File: src/rtl/shtx_pkg.sv
package shtx_pkg;
   // Word length selector as seen on the mode input.
   typedef enum logic [1:0] {
      SHTX_W8   = 2'd0,
      SHTX_W16  = 2'd1,
      SHTX_W24  = 2'd2,
      SHTX_W24X = 2'd3
   } shtx_mode_e;

   localparam int unsigned SHTX_MODE_W = 2;
endpackage

File: src/rtl/shtx_hold.sv
module shtx_hold #(
   parameter int unsigned WORD_W = 24
) (
   input  logic              clk,
   input  logic              rst_n,
   input  logic              clr,
   input  logic              wr_en,
   input  logic [WORD_W-1:0] wr_data,
   input  logic              load_i,
   output logic [WORD_W-1:0] hold_q,
   output logic              full_q,
   output logic              ovr_q
);
   always_ff @(posedge clk or negedge rst_n) begin
      if (!rst_n) begin
         hold_q <= '0;
         full_q <= 1'b0;
         ovr_q  <= 1'b0;
      end else if (clr) begin
         hold_q <= '0;
         full_q <= 1'b0;
         ovr_q  <= 1'b0;
      end else begin
         if (wr_en) begin
            hold_q <= wr_data;
            full_q <= 1'b1;
            if (full_q && !load_i) ovr_q <= 1'b1;
         end else if (load_i) begin
            full_q <= 1'b0;
         end
      end
   end

   // overwrite of a word that is not being drained flags an error
   a_r8_overwrite_flag: assert property (@(posedge clk) disable iff (!rst_n)
      wr_en && full_q && !load_i && !clr |=> ovr_q);
   // error flag is sticky until clear
   a_r8_sticky: assert property (@(posedge clk) disable iff (!rst_n)
      ovr_q && !clr |=> ovr_q);
   // drain and refill in one cycle is not an overrun
   a_r10_no_false_ovr: assert property (@(posedge clk) disable iff (!rst_n)
      !ovr_q && wr_en && load_i && !clr |=> !ovr_q && full_q);
endmodule

File: src/rtl/shtx_align.sv
module shtx_align #(
   parameter int unsigned WORD_W = 24,
   parameter int unsigned BYTE_W = 8,
   parameter int unsigned CNT_W  = 5
) (
   input  logic [WORD_W-1:0] word_i,
   input  logic [1:0]        mode_i,
   output logic [WORD_W-1:0] word_o,
   output logic [CNT_W-1:0]  nbits_o
);
   localparam int unsigned NBYTES = WORD_W / BYTE_W;
   localparam int unsigned NB1 = (NBYTES < 1) ? NBYTES : 1;
   localparam int unsigned NB2 = (NBYTES < 2) ? NBYTES : 2;
   localparam int unsigned NB3 = (NBYTES < 3) ? NBYTES : 3;
   localparam logic [CNT_W-1:0] BITS_M0 = CNT_W'(NB1 * BYTE_W);
   localparam logic [CNT_W-1:0] BITS_M1 = CNT_W'(NB2 * BYTE_W);
   localparam logic [CNT_W-1:0] BITS_M2 = CNT_W'(NB3 * BYTE_W);
   localparam logic [CNT_W-1:0] BITS_M3 = CNT_W'(NBYTES * BYTE_W);

   always_comb begin
      unique case (mode_i)
         shtx_pkg::SHTX_W8:  nbits_o = BITS_M0;
         shtx_pkg::SHTX_W16: nbits_o = BITS_M1;
         shtx_pkg::SHTX_W24: nbits_o = BITS_M2;
         default:            nbits_o = BITS_M3;
      endcase
   end

   // Byte lanes counted from the MSB end; lanes beyond the word length read zero.
   for (genvar b = 0; b < NBYTES; b++) begin : g_lane
      localparam int unsigned HI = WORD_W - 1 - b * BYTE_W;
      localparam logic [CNT_W-1:0] START = CNT_W'(b * BYTE_W);
      assign word_o[HI -: BYTE_W] = (nbits_o > START) ? word_i[HI -: BYTE_W] : '0;
   end
endmodule

File: src/rtl/shtx_shifter.sv
module shtx_shifter #(
   parameter int unsigned WORD_W = 24,
   parameter int unsigned CNT_W  = 5
) (
   input  logic              clk,
   input  logic              rst_n,
   input  logic              clr,
   input  logic              load_i,
   input  logic [WORD_W-1:0] load_word,
   input  logic [CNT_W-1:0]  load_nbits,
   input  logic              bit_stb,
   output logic              sdo,
   output logic              busy
);
   logic [WORD_W-1:0] sreg;
   logic [CNT_W-1:0]  cnt;

   always_ff @(posedge clk or negedge rst_n) begin
      if (!rst_n) begin
         sreg <= '0;
         cnt  <= '0;
      end else if (clr) begin
         sreg <= '0;
         cnt  <= '0;
      end else if (load_i) begin
         sreg <= load_word;
         cnt  <= load_nbits;
      end else if (bit_stb && cnt != '0) begin
         sreg <= {sreg[WORD_W-2:0], 1'b0};
         cnt  <= cnt - 1'b1;
      end
   end

   assign busy = (cnt != '0);
   assign sdo  = busy & sreg[WORD_W-1];

   // an idle shifter stays idle under strobes
   a_r11_idle_stays: assert property (@(posedge clk) disable iff (!rst_n)
      !busy && !load_i && !clr |=> !busy && !sdo);
   // each strobe consumes exactly one bit
   a_r4_one_bit_per_stb: assert property (@(posedge clk) disable iff (!rst_n)
      busy && bit_stb && !load_i && !clr |=> cnt == $past(cnt) - 1'b1);
   // without a strobe the shifter state does not move
   a_r9_hold_without_stb: assert property (@(posedge clk) disable iff (!rst_n)
      busy && !bit_stb && !load_i && !clr |=> $stable(cnt) && $stable(sreg));
   // the count never exceeds the word width
   always_comb a_r6_cnt_bound: assert (!rst_n || cnt <= CNT_W'(WORD_W));
endmodule

File: src/rtl/shtx_top.sv
module shtx_top #(
   parameter int unsigned WORD_W = 24,
   parameter int unsigned BYTE_W = 8
) (
   input  logic              clk,
   input  logic              rst_n,
   input  logic              clr,
   input  logic              wr_en,
   input  logic [WORD_W-1:0] wr_data,
   input  logic              irq_en,
   input  logic [1:0]        mode,
   input  logic              bit_stb,
   output logic              sdo,
   output logic              busy,
   output logic              tx_empty,
   output logic              tx_irq,
   output logic              ovr_err
);
   localparam int unsigned CNT_W = $clog2(WORD_W + 1);

   if (BYTE_W == 0 || WORD_W % BYTE_W != 0) begin : g_bad_byte
      $error("shtx_top: WORD_W must be a nonzero multiple of BYTE_W");
   end
   if (WORD_W < 2) begin : g_bad_word
      $error("shtx_top: WORD_W must be at least 2");
   end

   logic [WORD_W-1:0] hold_q, aligned;
   logic [CNT_W-1:0]  nbits;
   logic              full_q, load;

   assign load = full_q & ~busy;

   shtx_hold #(.WORD_W(WORD_W)) u_hold (
      .clk(clk), .rst_n(rst_n), .clr(clr), .wr_en(wr_en), .wr_data(wr_data),
      .load_i(load), .hold_q(hold_q), .full_q(full_q), .ovr_q(ovr_err));

   shtx_align #(.WORD_W(WORD_W), .BYTE_W(BYTE_W), .CNT_W(CNT_W)) u_align (
      .word_i(hold_q), .mode_i(mode), .word_o(aligned), .nbits_o(nbits));

   shtx_shifter #(.WORD_W(WORD_W), .CNT_W(CNT_W)) u_shift (
      .clk(clk), .rst_n(rst_n), .clr(clr), .load_i(load), .load_word(aligned),
      .load_nbits(nbits), .bit_stb(bit_stb), .sdo(sdo), .busy(busy));

   assign tx_empty = ~full_q;
   assign tx_irq   = irq_en & tx_empty;

   // clear empties the register and stops the shifter
   a_r1_clear: assert property (@(posedge clk) disable iff (!rst_n)
      clr |=> tx_empty && !busy && !ovr_err && !sdo);
   // a write makes the register full
   a_r2_write_fills: assert property (@(posedge clk) disable iff (!rst_n)
      wr_en && !clr |=> !tx_empty);
   // idle shifter takes a held word in one cycle
   a_r7_load_one_cycle: assert property (@(posedge clk) disable iff (!rst_n)
      !tx_empty && !busy && !wr_en && !clr |=> tx_empty && busy);
endmodule

File: config.mk
export PLATFORM = sky130hd
export DESIGN_NAME = shtx_top
export DESIGN_NICKNAME = d
export VERILOG_FILES = /design/src/rtl/shtx_pkg.sv /design/src/rtl/shtx_hold.sv /design/src/rtl/shtx_align.sv /design/src/rtl/shtx_shifter.sv /design/src/rtl/shtx_top.sv
export SDC_FILE = /design/constraint.sdc
export NUM_CORES = 1
export LEC_CHECK = 0
export BUFFER_PORTS_ARGS = -buffer_cell sky130_fd_sc_hd__buf_4
export CAP_MARGIN = 40
export CORE_MARGIN = 2
export CORE_UTILIZATION = 46
export CTS_CLUSTER_SIZE = 14
export DETAILED_ROUTE_END_ITERATION = 7
export PLACE_DENSITY_LB_ADDON = 0.08
export SYNTH_ARGS = -nofsm -noshare
export SYNTH_HDL_FRONTEND = slang
export SYNTH_SLANG_ARGS = --single-unit
File: constraint.sdc
create_clock -name clk -period 2.9 [get_ports clk]
set_clock_uncertainty 0.1 [all_clocks]
set_input_delay 0.145 -clock clk [delete_from_list [all_inputs] [get_ports clk]]
set_output_delay 0.145 -clock clk [all_outputs]
set_load 0.02 [all_outputs]
==> results.sh <==
export IMPL_status="finished, final reports clean"
export IMPL_cts_buffers=5
export IMPL_finalNetCount=330
export IMPL_grt_max_degree=57
export IMPL_synthMuxAreaShare=0.0953
export IMPL_wire_per_inst_um=14.1
export IMPL_r2r_start="u_shift.cnt[0]"
export IMPL_clockBufferDepth=2
export IMPL_avgSynthCellArea_um2=10.3
export IMPL_post_cts_buffers=0
export IMPL_synth_xor_area_share=0.0104
export IMPL_clock_sinks=55
export IMPL_die_y_um=78.0
export IMPL_detail_route_antenna_nets=0
export IMPL_grt_pass1_wl_um=8780
export IMPL_criticalPathCategory="flop to flop"
export IMPL_cp_slowest_cell="and2_1"
export IMPL_synth_top_area_share=0.546
export IMPL_synth_seq_cells=55
export IMPL_drc=0
export IMPL_post_dp_hpwl_um=3110
export IMPL_final_cell_mix="55 x dfrtp_1, 39 x buf_4, 38 x nor2_1"
export IMPL_rsz0062_at_grt="false"
export IMPL_ys_flop_type="dfrtp_1"
export IMPL_crit_path_start_kind="flop"
export IMPL_rows=26
export IMPL_ys_async_sr_fraction=1.00
export IMPL_io_buffers=36
export IMPL_placeableCoreArea_mm2=0.00520
export IMPL_power_density_mw_per_mm2=671
export IMPL_first_pass_iters=4
export IMPL_die_area_mm2=0.00609
export IMPL_synth_top_family_by_area="simple AND/OR/NAND/NOR gates"
export IMPL_syn_to_final_growth_pct=25.3
export IMPL_grt_pass1_vias=1838
export IMPL_yosysTopAreaCell="dfrtp_1"
export IMPL_vias=1942
export IMPL_syn_area_mm2=0.00252
export IMPL_final_cells=368
export IMPL_synth_compound_area_frac=0.132
export IMPL_first_iter_violations=92
export IMPL_critPathArrivalTime_ns=2.58
export IMPL_ys_top_cells_by_area="dfrtp_1 55%, mux2i_1 9.5%, nor2_1 5.7%, a311oi_1 5.6%, nand2_1 4.9%"
export IMPL_slew_viol_final=0
export IMPL_relSlewSlack=0.476
export IMPL_leakagePower_nw=1.49
export IMPL_setup_violations=0
export IMPL_globalplace_congestion=0.782
export IMPL_maxCapViolations=0
export IMPL_ys_types=31
export IMPL_die_w_um=78.0
export IMPL_tightest_slew_ns=0.786
export IMPL_synth_nets=277
export IMPL_wl_um=5200
export IMPL_critical_path_max_stage_delay_ns=0.47
export IMPL_synth_seq_area_share=0.546
export IMPL_grt_util_all_layers=0.180
export IMPL_start_util=0.484
export IMPL_gr_total_overflow=0
export IMPL_synthSimpleGateAreaFrac=0.173
export IMPL_end_kind="flop"
export IMPL_via_per_inst=5.28
export IMPL_drive_gt1_frac=0.178
export IMPL_cp_required_ns=3.02
export IMPL_ios=37
export IMPL_clk_pin_slew_worst_paths_ns=0.10
export IMPL_synth_edf_count=0
export IMPL_synth_fa_ha_area_frac=0.00497
export IMPL_period_needed_ns=2.46
export IMPL_synthCells=244
export IMPL_hold_depth=3
export IMPL_cts_tree="built"
export IMPL_crit_chain="inv_1, ha_1, nor4b_4, inv_2, and2_1, nor3_4, o2bb2ai_1"
export IMPL_setup_tns_ns=0
export IMPL_hold_class="primary input to flop"
export IMPL_final_area_mm2=0.00316
export IMPL_reg2reg_to="u_shift.sreg[3]"
export IMPL_ctsRootBufferMaster="clkbuf_8"
export IMPL_cts_max_level=2
export IMPL_antennaDiodeCount=0
export IMPL_yosys_warnings=0
export IMPL_critPathLaunch="u_shift.cnt[0]"
export IMPL_antenna_found_initial=0
export IMPL_hold_violations=0
export IMPL_reg2reg_slack_ns=0.44
export IMPL_endpoint="u_shift.sreg[3]"
export IMPL_ff2ff_path_depth=7
export IMPL_irDropWorstVdd_mv=0.327
export IMPL_min_period_over_period=0.847
export IMPL_final_common_cell="dfrtp_1"
export IMPL_worstSkewPairLatency_ns=0.30
export IMPL_dp_cells=335
export IMPL_dpl_cell_area_mm2=0.00282
export IMPL_fmax_mhz=407
export IMPL_crit_fanout=20
cell families (layout without fill, tap and decap cells):
group           count (synthesis)  count (layout)
compound gates                 44              44
xor+xnor                        3               3
fa+ha+maj                       1               1
buf+inv                        22              76
flops                          55              55
mux                            24              24
simple gates                   95              95
cell usage after synthesis (2+ instances only):
master / n
clkbuf_1: 8
nor3_1: 3
dfrtp_1: 55
nor2_1: 38
a311oi_1: 16
inv_1: 3
buf_1: 5
and3_1: 7
a21oi_1: 10
nand2_1: 33
xor2_1: 2
nand3_1: 5
a31oi_1: 8
mux2i_1: 24
and2_1: 3
o2bb2ai_1: 7
buf_2: 3
worst max-delay path, delay by kind of cell (launching register included):
family / cells / cell delay, ns
fa+ha+maj: 1 / 0.18
buf+inv: 2 / 0.29
compound gates: 1 / 0.16
simple gates: 3 / 1.23
flops: 1 / 0.41
what timing repair did:
action / 4_1_cts / 5_1_grt
resized for setup: 0 / 0
endpoints found under the setup margin: 0 / 0
endpoints found under the hold margin: 79 / 0
hold buffers: 25 / 0
metrics by stage:
| stage | utilization | hold slack [ns] | power (mW) | setup slack, ns |
|---|---|---|---|---|
| 2_1_floorplan | - | -0.251 | 1.50 | 1.01 |
| 3_3_place_gp | 0.541 | 0.144 | 1.69 | 0.521 |
| 3_5_place_dp | 0.541 | 0.141 | 1.69 | 0.469 |
| 4_1_cts | 0.606 | 0.00704 | 2.14 | 0.447 |
| 5_1_grt | 0.606 | 0.0177 | 2.26 | 0.239 |
| 6_report | 0.606 | 0.0156 | 2.12 | 0.444 |
layout make-up:
class / count / area (um2)
timing repair buffer: 64 / 543
multi-input combinational: 167 / 1050
clock inverter: 3 / 20.0
tap: 70 / 87.6
fill: 475 / 2050
clock buffer: 5 / 68.8
sequential: 55 / 1380
inverter: 4 / 15.0
flip-flops by register name (all words and copies together) (netlist names):
| register | count |
|---|---|
| u_shift.cnt | 5 |
| u_hold.ovr_q | 1 |
| u_hold.hold_q | 24 |
| u_shift.sreg | 24 |
| u_hold.full_q | 1 |
power by group:
part	total (mW)	switching (mW)	leakage (nW)	internal, mW
registers	0.984	0.0863	0.741	0.898
clock network	0.421	0.252	0.0402	0.169
logic	0.714	0.431	0.705	0.283
total	2.12	0.769	1.49	1.35
layer usage:
layer / global-route usage / routed length (um)
met1: 0.259 / 2630
met2: 0.285 / 2370
met3: 0.0345 / 150
met4: 0.0421 / 40
met5: 0 / 0
how the worst min path moves through the flow:
| stage | endpoint | from | slack, ns |
|---|---|---|---|
| 4_1_cts | u_shift.sreg[0] | mode[1] | 0.007 |
| 3_5_place_dp | u_hold.hold_q[0] | rst_n | 0.14 |
| 2_1_floorplan | u_hold.full_q | rst_n | -0.25 |
| 3_3_place_gp | u_hold.hold_q[0] | rst_n | 0.14 |
| 5_1_grt | u_shift.sreg[0] | mode[1] | 0.02 |
| 6_report | u_shift.sreg[0] | mode[1] | 0.02 |
Note: power is estimated with default switching activity, not from simulation.
